## src/rtl/pmc_pkg.sv

```systemverilog
package pmc_pkg;
    localparam int FLAG_W   = 4;
    localparam int CC_SLEEP = FLAG_W;
    localparam int CC_GIE   = FLAG_W + 1;
    localparam int CC_STEP  = FLAG_W + 2;
    localparam int CC_BRKEN = FLAG_W + 3;
    localparam int CC_FPEN  = FLAG_W + 4;
    localparam int CC_TRAP  = FLAG_W + 5;
    localparam int CC_W     = FLAG_W + 6;

    typedef enum logic [1:0] {
        ST_SUPER   = 2'd0,
        ST_USER    = 2'd1,
        ST_DOZE    = 2'd2,
        ST_STOPPED = 2'd3
    } pmc_state_t;

    typedef enum logic [1:0] {
        EV_NONE    = 2'd0,
        EV_HW      = 2'd1,
        EV_SW      = 2'd2,
        EV_TO_USER = 2'd3
    } pmc_event_t;
endpackage

```

## src/rtl/pmc_fsm.sv

```systemverilog
module pmc_fsm
    import pmc_pkg::*;
(
    input  logic            clk,
    input  logic            rst_n,
    input  logic            usr_we,
    input  logic            sup_we,
    input  logic [CC_W-1:0] wdata,
    input  logic            brk,
    input  logic            irq,
    input  logic            resume,
    input  logic            brk_en,
    output pmc_state_t      state,
    output pmc_event_t      evt,
    output logic            usr_flag_we,
    output logic            sup_cfg_we,
    output logic            enter_sup
);
    pmc_state_t st_q, st_d;

    always_ff @(posedge clk) begin
        if (!rst_n) begin
            st_q      <= ST_SUPER;
            enter_sup <= 1'b0;
        end else begin
            st_q      <= st_d;
            enter_sup <= (evt == EV_HW) || (evt == EV_SW);
        end
    end

    always_comb begin
        st_d        = st_q;
        evt         = EV_NONE;
        usr_flag_we = 1'b0;
        sup_cfg_we  = 1'b0;
        unique case (st_q)
            ST_SUPER: begin
                if (brk) begin
                    st_d = ST_STOPPED;
                end else begin
                    usr_flag_we = usr_we;
                    sup_cfg_we  = sup_we;
                    if (sup_we) begin
                        if (wdata[CC_GIE]) begin
                            evt  = EV_TO_USER;
                            st_d = wdata[CC_SLEEP] ? ST_DOZE : ST_USER;
                        end else if (wdata[CC_SLEEP]) begin
                            st_d = ST_STOPPED;
                        end
                    end
                end
            end
            ST_USER: begin
                if (irq) begin
                    evt  = EV_HW;
                    st_d = ST_SUPER;
                end else if (brk) begin
                    if (brk_en) begin
                        st_d = ST_STOPPED;
                    end else begin
                        evt  = EV_SW;
                        st_d = ST_SUPER;
                    end
                end else if (usr_we) begin
                    usr_flag_we = 1'b1;
                    if (!wdata[CC_GIE]) begin
                        evt  = EV_SW;
                        st_d = ST_SUPER;
                    end else if (wdata[CC_SLEEP]) begin
                        st_d = ST_DOZE;
                    end
                end
            end
            ST_DOZE: begin
                if (irq) begin
                    evt  = EV_HW;
                    st_d = ST_SUPER;
                end
            end
            ST_STOPPED: begin
                if (resume) st_d = ST_SUPER;
            end
            default: st_d = ST_SUPER;
        endcase
    end

    assign state = st_q;
endmodule

```

## src/rtl/pmc_ccbits.sv

```systemverilog
module pmc_ccbits
    import pmc_pkg::*;
(
    input  logic              clk,
    input  logic              rst_n,
    input  logic [CC_W-1:0]   wdata,
    input  logic              usr_flag_we,
    input  logic              sup_cfg_we,
    input  pmc_event_t        evt,
    output logic [FLAG_W-1:0] flags_usr,
    output logic [FLAG_W-1:0] flags_sup,
    output logic              brk_en,
    output logic              step,
    output logic              trap
);
    always_ff @(posedge clk) begin
        if (!rst_n) begin
            flags_usr <= '0;
            flags_sup <= '0;
            brk_en    <= 1'b0;
            step      <= 1'b0;
        end else begin
            if (usr_flag_we) flags_usr <= wdata[FLAG_W-1:0];
            if (sup_cfg_we) begin
                flags_sup <= wdata[FLAG_W-1:0];
                brk_en    <= wdata[CC_BRKEN];
                step      <= wdata[CC_STEP];
            end
        end
    end

    always_ff @(posedge clk) begin
        if (!rst_n) begin
            trap <= 1'b0;
        end else begin
            unique case (evt)
                EV_SW:      trap <= 1'b1;
                EV_HW:      trap <= 1'b0;
                EV_TO_USER: trap <= 1'b0;
                default:    trap <= trap;
            endcase
        end
    end
endmodule

```

## src/rtl/priv_mode_ctrl.sv

```systemverilog
module priv_mode_ctrl
    import pmc_pkg::*;
(
    input  logic            clk,
    input  logic            rst_n,
    input  logic            usr_cc_we,
    input  logic            sup_cc_we,
    input  logic [CC_W-1:0] cc_wdata,
    input  logic            brk_exec,
    input  logic            irq_in,
    input  logic            resume,
    output logic            user_mode,
    output logic            halt_req,
    output logic            enter_sup,
    output logic [CC_W-1:0] cc_usr,
    output logic [CC_W-1:0] cc_sup
);
    pmc_state_t        state;
    pmc_event_t        evt;
    logic              usr_flag_we, sup_cfg_we;
    logic [FLAG_W-1:0] flags_usr, flags_sup;
    logic              brk_en, step, trap;
    logic [CC_W-1:FLAG_W] mode_bits;

    pmc_fsm u_fsm (
        .clk         (clk),
        .rst_n       (rst_n),
        .usr_we      (usr_cc_we),
        .sup_we      (sup_cc_we),
        .wdata       (cc_wdata),
        .brk         (brk_exec),
        .irq         (irq_in),
        .resume      (resume),
        .brk_en      (brk_en),
        .state       (state),
        .evt         (evt),
        .usr_flag_we (usr_flag_we),
        .sup_cfg_we  (sup_cfg_we),
        .enter_sup   (enter_sup)
    );

    pmc_ccbits u_bits (
        .clk         (clk),
        .rst_n       (rst_n),
        .wdata       (cc_wdata),
        .usr_flag_we (usr_flag_we),
        .sup_cfg_we  (sup_cfg_we),
        .evt         (evt),
        .flags_usr   (flags_usr),
        .flags_sup   (flags_sup),
        .brk_en      (brk_en),
        .step        (step),
        .trap        (trap)
    );

    always_comb begin
        user_mode = (state == ST_USER) || (state == ST_DOZE);
        halt_req  = (state == ST_STOPPED);
        mode_bits[CC_SLEEP] = (state == ST_DOZE);
        mode_bits[CC_GIE]   = user_mode;
        mode_bits[CC_STEP]  = step;
        mode_bits[CC_BRKEN] = brk_en;
        mode_bits[CC_FPEN]  = 1'b0;
        mode_bits[CC_TRAP]  = trap;
    end

    assign cc_usr = {mode_bits, flags_usr};
    assign cc_sup = {mode_bits, flags_sup};
endmodule

```

## config.mk

```make
export PLATFORM = sky130hd
export DESIGN_NAME = priv_mode_ctrl
export DESIGN_NICKNAME = d
export VERILOG_FILES = /design/src/rtl/pmc_pkg.sv /design/src/rtl/pmc_fsm.sv /design/src/rtl/pmc_ccbits.sv /design/src/rtl/priv_mode_ctrl.sv
export SDC_FILE = /design/constraint.sdc
export NUM_CORES = 1
export LEC_CHECK = 0
export BUFFER_PORTS_ARGS = -buffer_cell sky130_fd_sc_hd__buf_2
export CORE_UTILIZATION = 48
export DETAILED_ROUTE_END_ITERATION = 8
export PLACE_DENSITY = 0.9
export SLEW_MARGIN = 20
export SYNTH_ARGS = -nofsm -noshare
export SYNTH_HDL_FRONTEND = slang
export SYNTH_SLANG_ARGS = --single-unit
```

## constraint.sdc

```tcl
create_clock -name clk -period 3.8 [get_ports clk]
set_input_delay 0.57 -clock clk [delete_from_list [all_inputs] [get_ports clk]]
set_output_delay 0.57 -clock clk [all_outputs]
set_load 0.05 [all_outputs]
```

==> results summary <==
The number of buffers inserted during clock tree synthesis is 3. The placed cell area came out at 950 sq um. On the critical path, the stage with the largest delay is an instance of sky130_fd_sc_hd__nor2b_1. The via count of the first global-routing pass came out at 688.

The flow ran to the end, but the final reports show violations. The iteration-0 DRC count of the detailed router came out at 16. The number of standard cells after synthesis came out at between 90 and 100. The final cell count without fillers came out at between 100 and 150. The commonest cells after synthesis are sky130_fd_sc_hd__dfxtp_1, sky130_fd_sc_hd__buf_4, sky130_fd_sc_hd__nor2b_1. The worst setup path is launched from a flop.

The post-cts repair resize count came out at 0. The congestion estimate from routability-driven global placement came to 0.773. Dividing total power by cell area gives a power density of just over 800 nW/um^2.

The total negative slack is 0 ps. TritonCTS built the clock tree. A synthesized cell averages between 8 and 9 sq um. The initial utilization of the core area, before any placement, comes to 54.1%. The maximum number of pins on one net before global-route repair came out at 17.

The worst setup path is captured at a flop. The first-pass GRT wire length came out at 2.77 mm. The largest clock skew in the final design came out at 0.671 ps. The I/O pin count is 40. The via density per instance came out at between 5 and 6. Counting stages on the worst path, the most repeated cell is sky130_fd_sc_hd__ha_1. The cell leakage power came out at a little over 0.0005 uW. The number of nets in the layout came out at 149. The clock-pin slew reported for the worst setup and hold paths after clock tree synthesis came out at approximately 70 ps. The pin slew with the least headroom to its limit came out at 612 ps. The data required time at the worst endpoint came out at 3970 ps. The checks that failed: DRC. The full die area is between 1500 and 2000 sq um. The hold violation count in the final report is 0. The worst slew slack as a fraction of its limit is between 50 and 60%. After layout, the design draws a total of between 800 and 900 uW.

Detailed placement ended at an HPWL of around 1.3 mm. The critical path is of the reg2reg type. The share of the core filled with cells is between 60% and 70%.

The number of cells in the design after placement came out at around 140. The number of warning messages in the yosys log is 0. The number of endpoints failing setup at the final stage came out at 0.

In this run the biggest area consumer among cell types represents 32.8% of the synthesized area. In this run the remaining antenna-violating nets after routing total 0. The DRC violation count after routing is 2.

The horizontal die dimension is 44.2 um. The worst hold path belongs to the class reg2reg. The cell area that synthesis handed to floorplanning was ~850 sq um. The post-synthesis to final-layout area growth is 13.9%. On the worst path, the slowest cell contributes a delay of ~520 ps. Setup repair after global routing left no endpoint under its margin. CTS built an H-tree with a depth of 1.

The maximum vdd ir drop came out at 0.000657 V. The area inside the core boundary came out at 1580 sq um. The number of antenna diodes in the final layout is 0. In the final layout, the share of cells above drive strength 1 is a little under a third. The fraction of the yosys area taken by sequential cells is around a third. In the global route stage, overall resource usage came out at about a fifth. The achievable frequency came out at ~480 MHz. Walking the worst path, the cells encountered are inv_1, ha_1, nor2b_1, nand3_1, a21o_1, ha_1, o211a_1. After synthesis, the share of flip-flops with an asynchronous set or reset is 0%. The post-CTS setup-driven buffer insertion count came out at 0.

The final routed wire length divided by cell count came out at around 12 um. The top flip-flop cell by instance count after synthesis is sky130_fd_sc_hd__dfxtp_1. The total count of max-transition violations in the final report was 0. At the worst endpoint, the arrival time is 2260 ps. The overall routed net length came out at ~1.7 mm.

The root buffer cell is sky130_fd_sc_hd__clkbuf_4. After detailed routing, the met2 layer carries 829 um of wire. The critical-path maximum fanout came out at 9.

The highest layer touched by signal routing is met4. Counting along the longest clock path gives a buffer depth of 2. After layout, the worst path uses a little under three fifths of the clock period. Yosys mapped a number of flops with a built-in enable equal to 0. The number of buffers inserted by port buffering is 35. The number of max-cap violations is 0. The number of vias in the routed layout is between 700 and 800. Summed over all instances, the cell type with the most area after synthesis is sky130_fd_sc_hd__dfxtp_1. The number of clock sinks seen by CTS came out at 14. Row generation in the floorplan step produced 14 rows. The clock reaches the later pin of the worst-skew pair after about 270 ps.

The initial antenna violation count came to 0. The wire length on met3 is between 90 and 100 um. For this block, wires on met1 add up to roughly 700 um. The number of different library cells used by synthesis comes to 25. Yosys attributes the largest share of cell area to sky130_fd_sc_hd__dfxtp_1, sky130_fd_sc_hd__ha_1, sky130_fd_sc_hd__buf_4.

The final non-filler cell area is between 900 and 1000 sq um. The shortest period the worst path allows is approximately 2100 ps. The synthesized design contains 14 register bits. The die is roughly 44 um tall. The pre-antenna-repair detailed-routing pass consisted of 6 iterations.

The sum of overflow across all layers after global routing is 0. sky130_fd_sc_hd__dfxtp_1 is the most common cell in the netlist. The count of hold buffers inserted by post-cts repair is 0.
## metal layers
metal  vias up  global-route usage (%)
met5         -                       0
met4         0                    7.27
met3         6                    7.76
met2        28                    33.8
met1       339                    21.2
li1        371                       -
## critical path, delay by kind of cell (launching register included)
family	cells	cell delay [ps]
compound gates	2	420
fa+ha+maj	2	400
buf+inv	1	120
flops	1	350
simple gates	2	700
## flip-flops by register name, indices dropped and copies added (netlist names)
signal            cells
u_fsm.state           2
u_fsm.enter_sup       1
u_bits.trap           1
u_bits.flags_sup      4
u_bits.flags_usr      4
u_bits.brk_en         1
u_bits.step           1
## metrics by stage
stage / setup WS [ps] / hold slack, ps
final: 1710 / 458
after global routing: 1530 / 495
after CTS: 1710 / 463
after detailed placement: 1650 / 452
after global placement: 1690 / 446
after floorplan: 1910 / 457
## power breakdown
group	switching (uW)	leakage, uW	internal [uW]	total [uW]
Combinational	391	0.000379	138	529
Sequential	23.3	0.000115	179	202
Clock	41.3	0.0000138	36.7	78.0
## logic make-up (layout without fill, tap and decap cells)
kind of cell | after synthesis | after routing | synth area share (%)
other cells | 1 | 2 | 0.439
compound gates | 18 | 18 | 15.2
fa+ha+maj | 7 | 7 | 10.3
buf+inv | 18 | 42 | 13.8
mux | 6 | 6 | 7.04
flops | 14 | 14 | 32.8
simple gates | 34 | 34 | 20.4
## cells in the final DEF (no fill, tap or decap), types with 2 or more instances in the layout
| master | instances |
|---|---|
| sky130_fd_sc_hd__mux2i_1 | 6 |
| sky130_fd_sc_hd__nor2b_1 | 11 |
| sky130_fd_sc_hd__nand2_1 | 10 |
| sky130_fd_sc_hd__a21boi_0 | 6 |
| sky130_fd_sc_hd__clkbuf_4 | 3 |
| sky130_fd_sc_hd__nor2_1 | 2 |
| sky130_fd_sc_hd__o221ai_1 | 2 |
| sky130_fd_sc_hd__nand3_1 | 7 |
| sky130_fd_sc_hd__inv_1 | 4 |
| sky130_fd_sc_hd__dfxtp_1 | 14 |
| sky130_fd_sc_hd__conb_1 | 2 |
| sky130_fd_sc_hd__buf_2 | 35 |
| sky130_fd_sc_hd__o21ai_0 | 3 |
| sky130_fd_sc_hd__a21o_1 | 2 |
| sky130_fd_sc_hd__nand2b_1 | 2 |
| sky130_fd_sc_hd__ha_1 | 7 |
## worst paths after layout
kind,to,depth (start not counted),slack (ps),start
hold reg to reg,u_bits.flags_sup[1]$_SDFFE_PN0P_,2,460,u_bits.flags_sup[1]$_SDFFE_PN0P_
hold / removal,u_bits.flags_sup[1]$_SDFFE_PN0P_,2,460,u_bits.flags_sup[1]$_SDFFE_PN0P_
setup / recovery,u_bits.trap$_SDFFE_PN0P_,7,1710,u_fsm.state[1]$_SDFFE_PN0P_
setup reg to reg,u_bits.trap$_SDFFE_PN0P_,7,1710,u_fsm.state[1]$_SDFFE_PN0P_
## cell type report
class	instances	area, sq um
Timing Repair Buffer	35	175
Tap cell	16	20.0
Fill cell	140	604
Inverter	4	15.0
Clock buffer	3	22.5
Sequential cell	14	280
Multi-Input combinational cell	67	459
No activity file was read; power rests on OpenSTA's default activity.
